File: src/rtl/lsu_align_pkg.sv
`timescale 1ns/1ps
package lsu_align_pkg;

  typedef enum logic [1:0] {
    SZ_BYTE = 2'd0,
    SZ_HALF = 2'd1,
    SZ_WORD = 2'd2
  } acc_size_e;

  // 00 byte, 01 half, 1x word
  function automatic acc_size_e decode_size(input logic [1:0] raw);
    if (raw[1])      return SZ_WORD;
    else if (raw[0]) return SZ_HALF;
    else             return SZ_BYTE;
  endfunction

endpackage

File: src/rtl/lsu_agu.sv
`timescale 1ns/1ps
// Effective address, aligned word address, starting lane and alignment check.
module lsu_agu
  import lsu_align_pkg::*;
#(
  parameter int XLEN = 32,
  parameter int OFFW = 16,
  localparam int LANES = XLEN / 8,
  localparam int LANE_BITS = $clog2(LANES)
) (
  input  logic [XLEN-1:0]      base_val,
  input  logic [OFFW-1:0]      offset,
  input  acc_size_e            size,
  input  logic                 big_endian,
  output logic [XLEN-1:0]      word_addr,
  output logic [LANE_BITS-1:0] lane,
  output logic                 unaligned
);

  logic [XLEN-1:0]      ea;
  logic [LANE_BITS-1:0] a_lo;
  logic [LANE_BITS-1:0] half_lo;

  always_comb begin
    ea        = base_val + {{(XLEN-OFFW){offset[OFFW-1]}}, offset};
    a_lo      = ea[LANE_BITS-1:0];
    word_addr = {ea[XLEN-1:LANE_BITS], {LANE_BITS{1'b0}}};
    half_lo   = {a_lo[LANE_BITS-1:1], 1'b0};

    // lane holds the lowest lane of the accessed field
    unique case (size)
      SZ_BYTE: lane = big_endian ? (LANE_BITS'(LANES-1) - a_lo) : a_lo;
      SZ_HALF: lane = big_endian ? (LANE_BITS'(LANES-2) - half_lo) : half_lo;
      default: lane = '0;
    endcase

    unique case (size)
      SZ_BYTE: unaligned = 1'b0;
      SZ_HALF: unaligned = a_lo[0];
      default: unaligned = |a_lo;
    endcase
  end

endmodule

File: src/rtl/lsu_store_lanes.sv
`timescale 1ns/1ps
// Byte-lane enables and replicated write data for stores.
module lsu_store_lanes
  import lsu_align_pkg::*;
#(
  parameter int XLEN = 32,
  localparam int LANES = XLEN / 8,
  localparam int LANE_BITS = $clog2(LANES)
) (
  input  logic                 store_en,
  input  acc_size_e            size,
  input  logic [LANE_BITS-1:0] lane,
  input  logic [XLEN-1:0]      src,
  output logic [LANES-1:0]     be,
  output logic [XLEN-1:0]      wdata
);

  logic [XLEN-1:0] byte_rep;
  logic [XLEN-1:0] half_rep;

  for (genvar g = 0; g < LANES; g++) begin : g_lane
    assign byte_rep[g*8 +: 8] = src[7:0];
    assign half_rep[g*8 +: 8] = src[(g % 2)*8 +: 8];

    always_comb begin
      unique case (size)
        SZ_BYTE: be[g] = store_en && (lane == LANE_BITS'(g));
        SZ_HALF: be[g] = store_en && (lane[LANE_BITS-1:1] == LANE_BITS'(g) >> 1);
        default: be[g] = store_en;
      endcase
    end
  end

  always_comb begin
    unique case (size)
      SZ_BYTE: wdata = byte_rep;
      SZ_HALF: wdata = half_rep;
      default: wdata = src;
    endcase
  end

endmodule

File: src/rtl/lsu_load_extract.sv
`timescale 1ns/1ps
// Lane selection and sign/zero extension of a returned word.
module lsu_load_extract
  import lsu_align_pkg::*;
#(
  parameter int XLEN = 32,
  localparam int LANES = XLEN / 8,
  localparam int LANE_BITS = $clog2(LANES)
) (
  input  acc_size_e            size,
  input  logic [LANE_BITS-1:0] lane,
  input  logic                 is_unsigned,
  input  logic [XLEN-1:0]      rdata,
  output logic [XLEN-1:0]      data
);

  logic [7:0]  sel_b;
  logic [15:0] sel_h;
  logic        fill;

  always_comb begin
    sel_b = rdata[{lane, 3'b000} +: 8];
    sel_h = rdata[{lane, 3'b000} +: 16];
    fill  = 1'b0;
    unique case (size)
      SZ_BYTE: begin
        fill = !is_unsigned && sel_b[7];
        data = {{(XLEN-8){fill}}, sel_b};
      end
      SZ_HALF: begin
        fill = !is_unsigned && sel_h[15];
        data = {{(XLEN-16){fill}}, sel_h};
      end
      default: data = rdata;
    endcase
  end

endmodule

File: src/rtl/lsu_subword_align.sv
`timescale 1ns/1ps
// Top: request-side address and lane logic, plus a one-cycle load context
// register aligning the returned word. rst_n is expected to be deasserted
// synchronously to clk by the reset tree.
module lsu_subword_align
  import lsu_align_pkg::*;
#(
  parameter int XLEN = 32,
  parameter int OFFW = 16,
  localparam int LANES = XLEN / 8,
  localparam int LANE_BITS = $clog2(LANES)
) (
  input  logic             clk,
  input  logic             rst_n,
  input  logic             req_valid,
  input  logic             req_store,
  input  logic [1:0]       req_size,
  input  logic             req_unsigned,
  input  logic             big_endian,
  input  logic [XLEN-1:0]  base_val,
  input  logic [OFFW-1:0]  offset,
  input  logic [XLEN-1:0]  store_val,
  input  logic [XLEN-1:0]  mem_rdata,
  output logic             mem_req,
  output logic             mem_we,
  output logic [XLEN-1:0]  mem_addr,
  output logic [LANES-1:0] mem_be,
  output logic [XLEN-1:0]  mem_wdata,
  output logic             misalign,
  output logic             ld_valid,
  output logic [XLEN-1:0]  ld_data
);

  typedef struct packed {
    acc_size_e            size;
    logic [LANE_BITS-1:0] lane;
    logic                 is_unsigned;
  } ld_ctx_t;

  acc_size_e            size;
  logic [LANE_BITS-1:0] lane;
  logic                 unaligned;
  logic                 accept;
  logic                 ld_accept;

  ld_ctx_t ctx_d, ctx_q;
  logic    ld_valid_d, ld_valid_q;

  assign size = decode_size(req_size);

  lsu_agu #(.XLEN(XLEN), .OFFW(OFFW)) u_agu (
    .base_val   (base_val),
    .offset     (offset),
    .size       (size),
    .big_endian (big_endian),
    .word_addr  (mem_addr),
    .lane       (lane),
    .unaligned  (unaligned)
  );

  always_comb begin
    misalign  = req_valid && unaligned;
    accept    = req_valid && !unaligned;
    ld_accept = accept && !req_store;
    mem_req   = accept;
    mem_we    = accept && req_store;
  end

  lsu_store_lanes #(.XLEN(XLEN)) u_store (
    .store_en (mem_we),
    .size     (size),
    .lane     (lane),
    .src      (store_val),
    .be       (mem_be),
    .wdata    (mem_wdata)
  );

  // next-state
  always_comb begin
    ld_valid_d = ld_accept;
    ctx_d      = ctx_q;
    if (ld_accept) begin
      ctx_d.size        = size;
      ctx_d.lane        = lane;
      ctx_d.is_unsigned = req_unsigned;
    end
  end

  // registers
  always_ff @(posedge clk or negedge rst_n) begin
    if (!rst_n) ld_valid_q <= 1'b0;
    else        ld_valid_q <= ld_valid_d;
  end

  always_ff @(posedge clk) begin
    if (ld_accept) ctx_q <= ctx_d;
  end

  assign ld_valid = ld_valid_q;

  lsu_load_extract #(.XLEN(XLEN)) u_extract (
    .size        (ctx_q.size),
    .lane        (ctx_q.lane),
    .is_unsigned (ctx_q.is_unsigned),
    .rdata       (mem_rdata),
    .data        (ld_data)
  );

endmodule

File: config.mk
export PLATFORM = sky130hd
export DESIGN_NAME = lsu_subword_align
export DESIGN_NICKNAME = d
export VERILOG_FILES = /design/src/rtl/lsu_align_pkg.sv /design/src/rtl/lsu_agu.sv /design/src/rtl/lsu_store_lanes.sv /design/src/rtl/lsu_load_extract.sv /design/src/rtl/lsu_subword_align.sv
export SDC_FILE = /design/constraint.sdc
export NUM_CORES = 1
export LEC_CHECK = 0
export ABC_AREA = 1
export BUFFER_PORTS_ARGS = -buffer_cell sky130_fd_sc_hd__buf_4
export CORE_MARGIN = 10
export CORE_UTILIZATION = 30
export CTS_CLUSTER_DIAMETER = 80
export DETAILED_ROUTE_END_ITERATION = 10
export HOLD_SLACK_MARGIN = 0.08
export PLACE_DENSITY_LB_ADDON = 0.2
export SYNTH_ARGS = -nofsm -noshare
export SYNTH_HDL_FRONTEND = slang
export SYNTH_SLANG_ARGS = --single-unit
File: constraint.sdc
create_clock -name clk -period 5.5 [get_ports clk]
set_clock_uncertainty 0.15 [all_clocks]
set_input_delay 0.825 -clock clk [delete_from_list [all_inputs] [get_ports clk]]
set_output_delay 0.825 -clock clk [all_outputs]
set_load 0.05 [all_outputs]
==> results.yml, run 1 <==
power:
  internal_power_uw: 437
  swShare_pct: 59.8
  power_density_nw_per_um2: 195
  ir_worst_vdd_mv: 0.136
  p_switching_uw: 651
  p_leak_nw: 3.53
  comb_power_share_pct: 83.3
  power_frac_seq_pct: 5.7
  pwr-share-clk_pct: 11.0
yosys:
  yosys-top-cells-count: "317 x nand2_1, 145 x inv_1, 58 x nor2_1, 31 x ha_1, 31 x nand3_1"
  synth_edf_count: 5
  yosys_warnings: 0
  yosys.cell_types.count: 38
  avgSynthCellArea_um2: 5.02
  yosysSeqAreaShare_pct: 4.65
  async_flop_share_pct: 16.7
  syn_area_um2: 3770
  synth_seq_cells: 6
  synth_area_leaders: "nand2_1 32%, inv_1 14%, ha_1 10%, nor2_1 5.8%, nand3_1 4.1%"
  yosysTopAreaCell: "nand2_1"
  yosysMostFrequentCell: "nand2_1"
  syn-instance-count: 751
  synth_top_area_share_pct: 31.6
  synth_ff_type: "edfxtp_1"
setup_path:
  worstPathCellList: "buf_4 > ha_1 > fa_1 > nand3_1 > nand3_1 > nand2_1 > nand2_1 > nand2_1 > nand2_1 > nand2_1 > nand2_1 > nand2_1 > nand2_1 > buf_4"
  critPathCaptureType: "output port"
  crit_slowest_cell: "fa_1"
  cp_data_required_time_ns: 4.53
  worstPathArrival_ns: 2.70
  crit_fanout: 4
  cp-start-kind: "primary input"
  critPathMaxStageDelay_ns: 0.46
  criticalPathCategory: "in2out"
  crit_top_cell: "nand2_1"
placed_design:
  gp_congestion: 0.903
  pre_cts_ws_ns: 1.83
  dpl_cell_area_um2: 5500
  dp_hpwl_um: 13600
  portBuffers: 221
  dp.cells: 1120
clock_network:
  clockRootBuffer: "clkbuf_16"
  clkTransAtPathRegs_ns: 0.03
  post-cts-setup-buffers: 0
  htree_levels: 1
  cts-hold-fix-buffers: 0
  cts_tree: "yes"
  cts_sinks: 6
  cts_resized: 0
  cts_buffers: 3
  cts_buffer_depth: 2
floorplan:
  num_rows: 40
  ios: 224
  die_w_um: 132
  die_h_um: 132
  core_um2: 12200
  start_util_pct: 31.0
  die-area_um2: 17400
finish:
  finalNonFillerCells: 1124
  area_growth_pct: 48.0
  drive_gt1_share_pct: 26.3
  antenna_cells: 0
  postLayoutCellArea_um2: 5580
  fin_nets: 1109
sta:
  drv_slew: 0
  period_needed_ns: 3.67
  setup-tns-final_ns: 0
  fmax_ghz: 0.272
  post-route-period-util_pct: 66.7
  hold-worst-slack_ns: 0.216
  tightest_slew_ns: 0.743
  slew_headroom_pct: 50.4
  hold_violations: 0
  setup_viol: 0
  rsz0062_at_grt: "no"
  finalWorstSetupSlack_ns: 1.83
grt:
  grt_pass1_vias: 4760
  grt_max_degree: 22
  antenna_found_initial: 0
  overflow: 0
  grt_first_pass_wirelength_um: 24300
  grt_util_all_layers_pct: 16.4
routing:
  drcViolationCount: 0
  drt_iter0_markers: 311
  vias_per_cell: 4.45
  wirelength_um: 15300
  ant_nets: 0
  dr.pass1.iters: 5
  wire_per_inst_um: 13.6
  vias: 4998
run:
  drv_cap: 0
run_status:
  status: "finished clean"
hold_path:
  hp-class: "in2async"
-- placed cells by master, fill, tap and decap left out, drive strengths merged --
cell and instances:
o21ai 32, conb 2, inv 149, a21oi 24, nand4 3, nand2 331
or2 1, xnor2 2, nor2 59, dfrtp 1, edfxtp 5, fa 1
a21o 2, o211ai 17, nand3 33, clkbuf 4, ha 31, nor3 5
buf 221, o22ai 9, a22oi 1, xor2 14, a22o 7, o21bai 2
-- layout make-up --
cell class | instances | area (um2)
fillers | 1389 | 6580
multi-input cells | 576 | 2890
repair buffers | 221 | 1660
inverters | 149 | 564
well taps | 168 | 210
flip-flops and latches | 6 | 175
clock buffers | 4 | 78.8
-- state kept, by name (all words and copies together), names as in the netlist --
name / cells
ctx_q: 5
ld_valid: 1
-- power by group through the flow --
stage | Sequential, mW | Clock, mW | Combinational (mW)
after floorplan | 0.0571 | 0 | 0.624
after global placement | 0.0629 | 0 | 0.911
after detailed placement | 0.0630 | 0 | 0.911
after CTS | 0.0624 | 0.122 | 0.913
after global routing | 0.0632 | 0.125 | 0.976
final | 0.0622 | 0.120 | 0.905
-- routing by layer --
metal  global-route usage [%]  up-vias  part of all wire (%)
li1                         -     2724                     -
met1                     19.6     2101                    43
met2                     28.6      161                    47
met3                     4.54       12                   8.4
met4                     2.66        0                   1.2
met5                        0        -                     0
-- how the worst max path moves through the flow --
stage | startpoint | end | slack, ns
3_5_place_dp | offset[0] | mem_addr[28] | 1.83
3_3_place_gp | offset[0] | mem_addr[28] | 1.86
6_report | offset[0] | mem_addr[28] | 1.83
2_1_floorplan | offset[0] | mem_be[1] | 0.92
5_1_grt | offset[0] | mem_addr[28] | 1.66
4_1_cts | offset[0] | mem_addr[28] | 1.83
-- cells by family after synthesis --
group / synth area share [%]
compound gates: 15.8
xor+xnor: 3.72
fa+ha+maj: 10.8
buf+inv: 18.7
flops: 4.65
other cells: 0.0995
simple gates: 46.1
-- through the flow --
stage | util (%) | total power, mW
final | 45.9 | 1.09
after global routing | 45.9 | 1.16
after CTS | 45.9 | 1.10
after detailed placement | 45.2 | 0.974
after global placement | 45.2 | 0.974
after floorplan | - | 0.681
-- worst max-delay path: cells and delay by family --
family	cells	cell delay, ns
simple gates	10	0.88
fa+ha+maj	2	0.70
buf+inv	2	0.29
Note: power is estimated with default switching activity, not from simulation.
==> run 2, diff against run 1 <==
==> constraint.sdc (replaced) <==
create_clock -name clk -period 3.1 [get_ports clk]
set_clock_uncertainty 0.15 [all_clocks]
set_input_delay 0.465 -clock clk [delete_from_list [all_inputs] [get_ports clk]]
set_output_delay 0.465 -clock clk [all_outputs]
set_load 0.05 [all_outputs]
==> run 2 against run 1 <==
Via count barely moved. Utilization grew 0.44 points. Clock power grew 79%. Non-clock buffer count up 4. Critical endpoint is now mem_addr[20].
==> results.yml, run 2 (synthesized netlist as in run 1, its figures left out) <==
run_status:
  status: "finished clean"
setup_path:
  critPathBufInv: 2
  critPathCaptureType: "output port"
  cp-start-kind: "primary input"
  critPathTopFamily: "simple AND/OR/NAND/NOR gates"
  criticalPathCategory: "in2out"
  cp_data_required_time_ns: 2.48
  crit_fanout: 4
  crit_top_cell: "nand2_1"
  worstPathArrival_ns: 2.25
  worstPathCellList: "buf_4 > ha_1 > fa_2 > nand3_1 > nand3_1 > nand2_1 > nand2_1 > nand2_1 > nand2_1 > nand2_1 > nand3_1 > nand2_1 > buf_4"
  crit_slowest_cell: "fa_2"
  critPathMaxStageDelay_ns: 0.40
sta:
  fmax_ghz: 0.349
  post-route-period-util_pct: 92.5
  rsz0062_at_grt: "no"
  period_needed_ns: 2.87
  drv_slew: 0
  slew_headroom_pct: 56.2
  hold_violations: 0
  setup-tns-final_ns: 0
  tightest_slew_ns: 0.657
  setup_viol: 0
routing:
  drcViolationCount: 0
  wire_per_inst_um: 13.5
  ant_nets: 0
  vias: 5001
  dr.pass1.iters: 5
  wirelength_um: 15200
  vias_per_cell: 4.43
  drt_iter0_markers: 285
clock_network:
  cts_buffer_depth: 2
  cts_sinks: 6
  cts_tree: "yes"
  clkTransAtPathRegs_ns: 0.03
  cts_buffers: 3
  htree_levels: 1
  post-cts-setup-buffers: 0
  clockRootBuffer: "clkbuf_16"
finish:
  antenna_cells: 0
  area_growth_pct: 49.5
  regMostFlops: "ctx_q"
  largest_reg_flops: 5
  final_common_cell: "nand2_1"
  postLayoutCellArea_um2: 5630
  layout_common_cells: "317 x nand2_1, 224 x buf_4, 145 x inv_1"
  fin_nets: 1113
  finalNonFillerCells: 1128
  drive_gt1_share_pct: 27.0
floorplan:
  core_um2: 12200
  ios: 224
  num_rows: 40
  die_h_um: 132
  start_util_pct: 31.0
  die-area_um2: 17400
  die_w_um: 132
power:
  power_density_nw_per_um2: 344
  ir_worst_vdd_mv: 0.194
  p_leak_nw: 3.56
placed_design:
  gp_congestion: 0.907
  portBuffers: 221
  dp.cells: 1123
  dpl_cell_area_um2: 5540
  dp_hpwl_um: 13400
grt:
  overflow: 0
  antenna_found_initial: 0
  grt_pass1_vias: 4813
  grt_max_degree: 22
  grt_first_pass_wirelength_um: 24200
  grt_util_all_layers_pct: 16.2
run:
  drv_cap: 0
hold_path:
  hp-class: "in2reg"
[run 2: cell types whose count changed in the layout (fill, tap and decap cells not counted)]
cell / previous run / this run
buf_4: 221 / 224
dlygate4sd3_1: 0 / 1
fa_1: 1 / 0
fa_2: 0 / 1
nor2_1: 58 / 57
nor2_4: 0 / 1
o21ai_0: 28 / 25
o21ai_2: 2 / 5
[run 2: final timing paths]
check,from,depth (start not counted),end,slack (ns)
worst max-delay path,offset[0],13,mem_addr[20],0.23
min in group asynchronous,rst_n,2,ld_valid$_DFF_PN0_,0.42
worst min-delay path,req_unsigned,1,ctx_q[0]$_DFFE_PP_,0.26
max in group asynchronous,rst_n,2,ld_valid$_DFF_PN0_,2.29
[run 2: metal layers]
metal	up-vias	track usage (%)	share of wire, %
li1	2730	-	-
met1	2118	19.8	45
met2	145	29.0	48
met3	8	3.16	5.8
met4	0	2.53	0.92
met5	-	0	0
[run 2: repair_timing]
action,CTS,global route
endpoints found under the hold margin,1,0
gates resized for setup,0,1
endpoints found under the setup margin,0,1
hold buffers,1,0
[run 2: final cells by class]
| type | instances | area, um2 |
|---|---|---|
| clock buffers | 4 | 78.8 |
| multi-input cells | 576 | 2910 |
| flip-flops and latches | 6 | 175 |
| fillers | 1374 | 6530 |
| well taps | 168 | 210 |
| inverters | 149 | 564 |
| repair buffers | 225 | 1690 |
[run 2: per-stage QoR]
stage | hold WS [ns] | util [%] | worst slack (ns) | power, mW
floorplan | 0.0194 | - | 0.0270 | 1.21
detailed placement | 0.0923 | 45.6 | 0.145 | 1.73
global route | 0.261 | 46.3 | 0.0478 | 2.08
finish | 0.261 | 46.3 | 0.231 | 1.94
CTS | 0.259 | 46.3 | 0.141 | 1.96
global placement | 0.0905 | 45.6 | 0.193 | 1.73
[run 2: report_power, final]
group	total, mW	leakage, nW	switching (mW)	internal [mW]
registers	0.105	0.0563	0.0103	0.0948
clock network	0.215	0.0382	0.0448	0.171
logic	1.62	3.46	1.10	0.516
